===== src/rtl/tw_regslave.sv =====
module tw_regslave #(
  parameter int AW = 8,
  parameter int DW = 8,
  parameter int MODE_REG = 2,
  parameter int MODE_BIT = 4
) (
  input  logic clk,
  input  logic rst_n,
  input  logic sclk,
  input  logic sel_n,
  input  logic sd_in,
  output logic sd_out,
  output logic sd_oe
);
  localparam int DEPTH = 1 << AW;
  localparam int CW = $clog2(2 * DW + 1);
  localparam logic [CW-1:0] LAST = CW'(2 * DW - 1);
  localparam logic [CW-1:0] FIRST_END = CW'(DW - 1);
  localparam logic [CW-1:0] DONE = CW'(2 * DW);
  localparam logic [DW-1:0] OP_SET = 8'h00;
  localparam logic [DW-1:0] OP_WR  = 8'h40;
  localparam logic [DW-1:0] OP_WRI = 8'h60;
  localparam logic [DW-1:0] OP_RD  = 8'h80;
  localparam logic [DW-1:0] OP_RDI = 8'hA0;

  logic [2:0] ck_q;
  logic [1:0] sel_q, dat_q;
  logic [CW-1:0] cnt;
  logic [DW-1:0] sh, ins, rdata;
  logic [AW-1:0] ptr;
  logic [DW-1:0] regs [DEPTH];
  logic rd_on, obit;

  wire idle = sel_q[1];
  wire rise = ck_q[1] & ~ck_q[2];
  wire fall = ~ck_q[1] & ck_q[2];
  wire [DW-1:0] word = {sh[DW-2:0], dat_q[1]};
  wire fin = ~idle & rise & (cnt == LAST);
  wire is_rd = (ins == OP_RD) | (ins == OP_RDI);
  wire known = (ins == OP_SET) | (ins == OP_WR) | (ins == OP_WRI) | is_rd;
  wire od = regs[MODE_REG][MODE_BIT];

  always_ff @(posedge clk or negedge rst_n)
    if (!rst_n) begin
      ck_q  <= '1;
      sel_q <= '1;
      dat_q <= '1;
    end else begin
      ck_q  <= {ck_q[1:0], sclk};
      sel_q <= {sel_q[0], sel_n};
      dat_q <= {dat_q[0], sd_in};
    end

  always_ff @(posedge clk or negedge rst_n)
    if (!rst_n) begin
      cnt <= '0; sh <= '0; ins <= '0; rdata <= '0; rd_on <= 1'b0; obit <= 1'b1;
    end else if (idle) begin
      cnt <= '0; sh <= '0; ins <= '0; rd_on <= 1'b0; obit <= 1'b1;
    end else begin
      if (rise && cnt != DONE) begin
        sh  <= word;
        cnt <= cnt + 1'b1;
        if (cnt == FIRST_END) begin
          ins   <= word;
          rdata <= regs[ptr];
        end
      end
      if (fall && is_rd && cnt > FIRST_END && cnt != DONE) begin
        rd_on <= 1'b1;
        obit  <= rdata[~cnt[2:0]];
      end
    end

  always_ff @(posedge clk or negedge rst_n)
    if (!rst_n) begin
      ptr <= '0;
      for (int i = 0; i < DEPTH; i++) regs[i] <= '0;
    end else if (fin) begin
      case (ins)
        OP_SET: ptr <= word[AW-1:0];
        OP_WR:  regs[ptr] <= word;
        OP_WRI: begin regs[ptr] <= word; ptr <= ptr + 1'b1; end
        OP_RDI: ptr <= ptr + 1'b1;
        default: ;
      endcase
    end

  assign sd_oe  = rd_on & (od ? ~obit : 1'b1);
  assign sd_out = ~od & obit;

  assert_release_idle_R10: assert property (@(posedge clk) disable iff (!rst_n)
    $past(idle) && idle |-> !sd_oe);
  assert_od_low_R11: assert property (@(posedge clk) disable iff (!rst_n)
    sd_oe && od |-> !sd_out);
  assert_cnt_cap_R13: assert property (@(posedge clk) disable iff (!rst_n)
    cnt <= DONE);
  assert_ptr_at_end_R3: assert property (@(posedge clk) disable iff (!rst_n)
    !$stable(ptr) |-> $past(fin));
  assert_bad_ins_R12: assert property (@(posedge clk) disable iff (!rst_n)
    fin && !known |=> $stable(ptr));
  assert_abort_R9: assert property (@(posedge clk) disable iff (!rst_n)
    idle |=> cnt == '0 && !rd_on);
endmodule


===== config.mk =====
export PLATFORM = sky130hd
export DESIGN_NAME = tw_regslave
export DESIGN_NICKNAME = d
export VERILOG_FILES = /design/src/rtl/tw_regslave.sv
export SDC_FILE = /design/constraint.sdc
export NUM_CORES = 2
export LEC_CHECK = 0
export BUFFER_PORTS_ARGS = -buffer_cell sky130_fd_sc_hd__buf_2
export CORE_UTILIZATION = 30
export CTS_CLUSTER_SIZE = 24
export DETAILED_ROUTE_END_ITERATION = 8
export PLACE_DENSITY = 0.43
export SYNTH_ARGS = -nofsm -noshare
export SYNTH_HDL_FRONTEND = slang
export SYNTH_SLANG_ARGS = --single-unit

===== constraint.sdc =====
create_clock -name clk -period 4.1 [get_ports clk]
set_input_delay 0.205 -clock clk [delete_from_list [all_inputs] [get_ports clk]]
set_output_delay 0.205 -clock clk [all_outputs]
set_load 0.01 [all_outputs]

==> summary.md <==
| Metric | Value |
|---|---|
| Post-synth ARST share | 1.000 |
| Post-synth cell types | between 60 and 70 |
| Cell Count, Final, Fillers Out | 10798 |
| Routed WL | 332300 um |
| Slowest stage delay, CP | 0.97 ns |
| Crit path kind | flop to flop |
| CP required | between 4 and 5 ns |
| Drt wl/cell | between 30 and 40 um |
| Critical-path top delay cell | o311ai_1 |
| Minimum clock period | approximately 4.0 ns |
| Hold depth | 0 |
| Worst vdd ir | around 0.37 mV |
| Max transition margin | 0.05253 |
| Remaining global-route overflow | 0 |
| Reg-to-Reg Start | ptr[4] |
| Syn avg cell area | between 15 and 20 um^2 |
| Delay-heaviest family, CP | compound AO/OA/AOI/OAI gates |
| Crit-path max FO | 21 |
| H-tree depth | 4 |
| CTS Buf Count | ~240 |
| Worst Min Path Start | dat_q[0] |
| Global placement routability congestion | about 0.86 |
| Clock Pin Slew Worst Setup and Hold Paths | 0.07 ns |
| Hold Crit Class | flop to flop |
| Synthesis Warnings | 0 |
| Hold Slack | 0.3607 ns |
| Hold EP | dat_q[1] |
| CP Buf/Inv Count | 0 |
| Largest net degree at the start of global routing | ~140 |
| # rows | just over 200 |
| Max-cap viol count | 0 |
| Critical Path Start Type | flop |
| Final slew viol count | 0 |
| Final nets | 6443 |
| DRC viols | 0 |
| Worst-Margin Slew | ~1.4 ns |
| Final hold vios | 0 |
| Footprint of the multi-input gates | between 40000 and 50000 um^2 |
| IO Count | 7 |
| Period utilisation layout | 0.9825 |
| Commonest cells post-synth | 2085 x dfrtp_1, 2022 x mux2_2, 437 x mux4_2, 362 x clkbuf_1, 315 x nand2_1 |
| Die Width | about 570 um |
| Static leakage | 51.48 nW |
| IO buf count | 6 |
| FF-to-FF End | rdata[5] |
| Synth Instances | 6281 |
| CTS Root Cell | clkbuf_16 |
| GRT Overall Usage | 0.2086 |
| Routed Antenna Nets | 0 |
| Setup TNS | 0 ns |
| Arrival @ worst endpoint | 4.89 ns |
| Number of flops mapped to enable cells by yosys | 0 |
| Layout cell share with drive strength beyond 1 | 0.4974 |
| Most common cell in the netlist | dfrtp_1 |
| R2R Setup Slk | between 0.07 and 0.08 ns |
| Crit path capture type | flop |
| Area grow syn2layout | 16.49% |
| Vias per inst | around 5.3 |
| Initial Utilization | 0.3018 |
| Post-synth top area cell | dfrtp_1 |
| Mapped Nets | ~6300 |
| Sequential Area | around 52000 um^2 |
| Die ar. | 319400 um^2 |
| DR vias | approximately 58000 |
| Iteration-0 DRC Markers | 4118 |
| Die extent in y | ~570 um |
| Fmax | approximately 0.25 GHz |
| Synth Flop Type | dfrtp_1 |
| Clock tree buffer depth | 4 |
| Clock Latency Late Sink | 0.94 ns |
| DPL Wire Length | between 200000 and 250000 um |
| Number of global-route vias before repair | just over 60000 |
| Core outline area | ~320000 um^2 |
| Initial antenna violation count | 20 |
| Flops & latches, synth | about 2100 |
| First-pass GRT wire length | 478400 um |
| Clk_skew | 0.07036 ns |
| DR pass1 iterations | 6 |
| Outcome | complete, no violations |
| Share of the yosys chip area belonging to registers | 0.5507 |
| Register-to-Register Path Depth | 7 |
| Fill count | roughly 30000 |
| Top post-synthesis cells by area | dfrtp_1 55%, mux2_2 24%, mux4_2 10%, mux2i_1 2.3%, clkbuf_1 1.4% |
| Clock sink count | between 2000 and 2500 |
| Final Setup Violations | 0 |
| CTS tree | built |
| Critical-path cell list | nand2_2, nor2_4, a22oi_1, nand3_1, a221oi_1, o311ai_1, o32a_1 |
| Cell area after synthesis | about 95000 um^2 |
| Post-synth top area share | 0.5484 |
| Dpl cells | around 10000 |
| RSZ-0062 raised after global routing | false |
| Pwr/cell area | approximately 400 nW/um^2 |
metal layers:
| layer | part of all wire | up-vias | track usage | routed length (um) |
|---|---|---|---|---|
| li1 | - | 23906 | - | - |
| met1 | 0.47 | 31971 | 0.2989 | 155200 |
| met2 | 0.45 | 1286 | 0.3247 | 150900 |
| met3 | 0.047 | 422 | 0.03163 | 15710 |
| met4 | 0.032 | 2 | 0.06308 | 10530 |
| met5 | 0.000039 | - | 0 | 13 |
worst max-delay path by stage:
stage / depth (start not counted) / end / start
5_1_grt: 9 / rdata[4] / ptr[0]
3_5_place_dp: 7 / rdata[5] / ptr[4]
3_3_place_gp: 7 / rdata[5] / ptr[4]
4_1_cts: 8 / rdata[6] / ptr[0]
6_report: 7 / rdata[5] / ptr[4]
2_1_floorplan: 13 / regs[1528] / ptr[0]
registers in the layout, summed over array words and instances, names as in the netlist:
name / count
ck_q: 3
regs: 2047
ptr: 8
sel_q: 2
od: 1
rdata: 8
sh: 7
obit: 1
cnt: 5
dat_q: 2
rd_on: 1
ins: 8
timing repair:
action	4_1_cts	5_1_grt
gates resized for setup	1	0
endpoints found under the hold margin	740	0
buffers inserted	0	0
hold buffers	9	0
setup endpoints to repair	1	0
area by class of cell:
type / count / area share
antenna: 5 / 0.0001129
clock buffer: 367 / 0.06432
clock inverter: 79 / 0.008558
inverter: 8 / 0.0002710
multi-input combinational: 3696 / 0.3694
sequential: 2093 / 0.4731
tap: 4160 / 0.04697
timing repair buffer: 390 / 0.03728
where the power goes:
| part | internal (W) | switching (W) |
|---|---|---|
| registers | 0.0207 | 0.0000301 |
| clock network | 0.0130 | 0.00911 |
| logic | 0.0000893 | 0.000554 |
metrics by stage:
stage | util | power, W | worst slack (ns) | cell area, um^2
2_1_floorplan | - | 0.02115 | 1.202 | 95130
3_3_place_gp | 0.3256 | 0.02173 | 0.04974 | 102600
3_5_place_dp | 0.3256 | 0.02174 | -0.02565 | 102600
4_1_cts | 0.3515 | 0.04410 | 0.1796 | 110800
5_1_grt | 0.3515 | 0.04496 | 0.1547 | 110800
6_report | 0.3516 | 0.04341 | 0.07187 | 110800
placed cells by master (no fill, tap or decap), types with 8 or more instances in the layout:
cell type,instances
a21oi_1,39
a221oi_1,31
a22o_1,9
a22oi_1,129
buf_12,94
buf_4,282
bufinv_16,16
clkbuf_1,67
clkbuf_16,244
clkbuf_8,56
clkinv_2,47
dfrtp_1,2072
dfrtp_4,11
dlygate4sd3_1,8
mux2_1,44
mux2_2,2022
mux2i_1,215
mux4_2,437
nand2_1,314
nand3_1,56
nand4_1,19
nor2_1,64
nor2_4,16
nor2b_1,10
nor3_1,21
nor4_1,9
o211ai_1,10
o21ai_0,57
o221ai_1,11
o22ai_1,42
o32ai_1,8
or2_2,8
logic make-up after synthesis:
logic type | after synthesis | synth area share
AOI/OAI and AO/OA | 389 | 0.02890
xor gates and xnor gates | 4 | 0.0003683
adders and majority gates | 7 | 0.0009206
buffers and inverters | 492 | 0.02161
DFF | 2093 | 0.5507
muxes | 2718 | 0.3706
and+or+nand+nor | 578 | 0.02692
No activity file was read; power rests on OpenSTA's default activity.
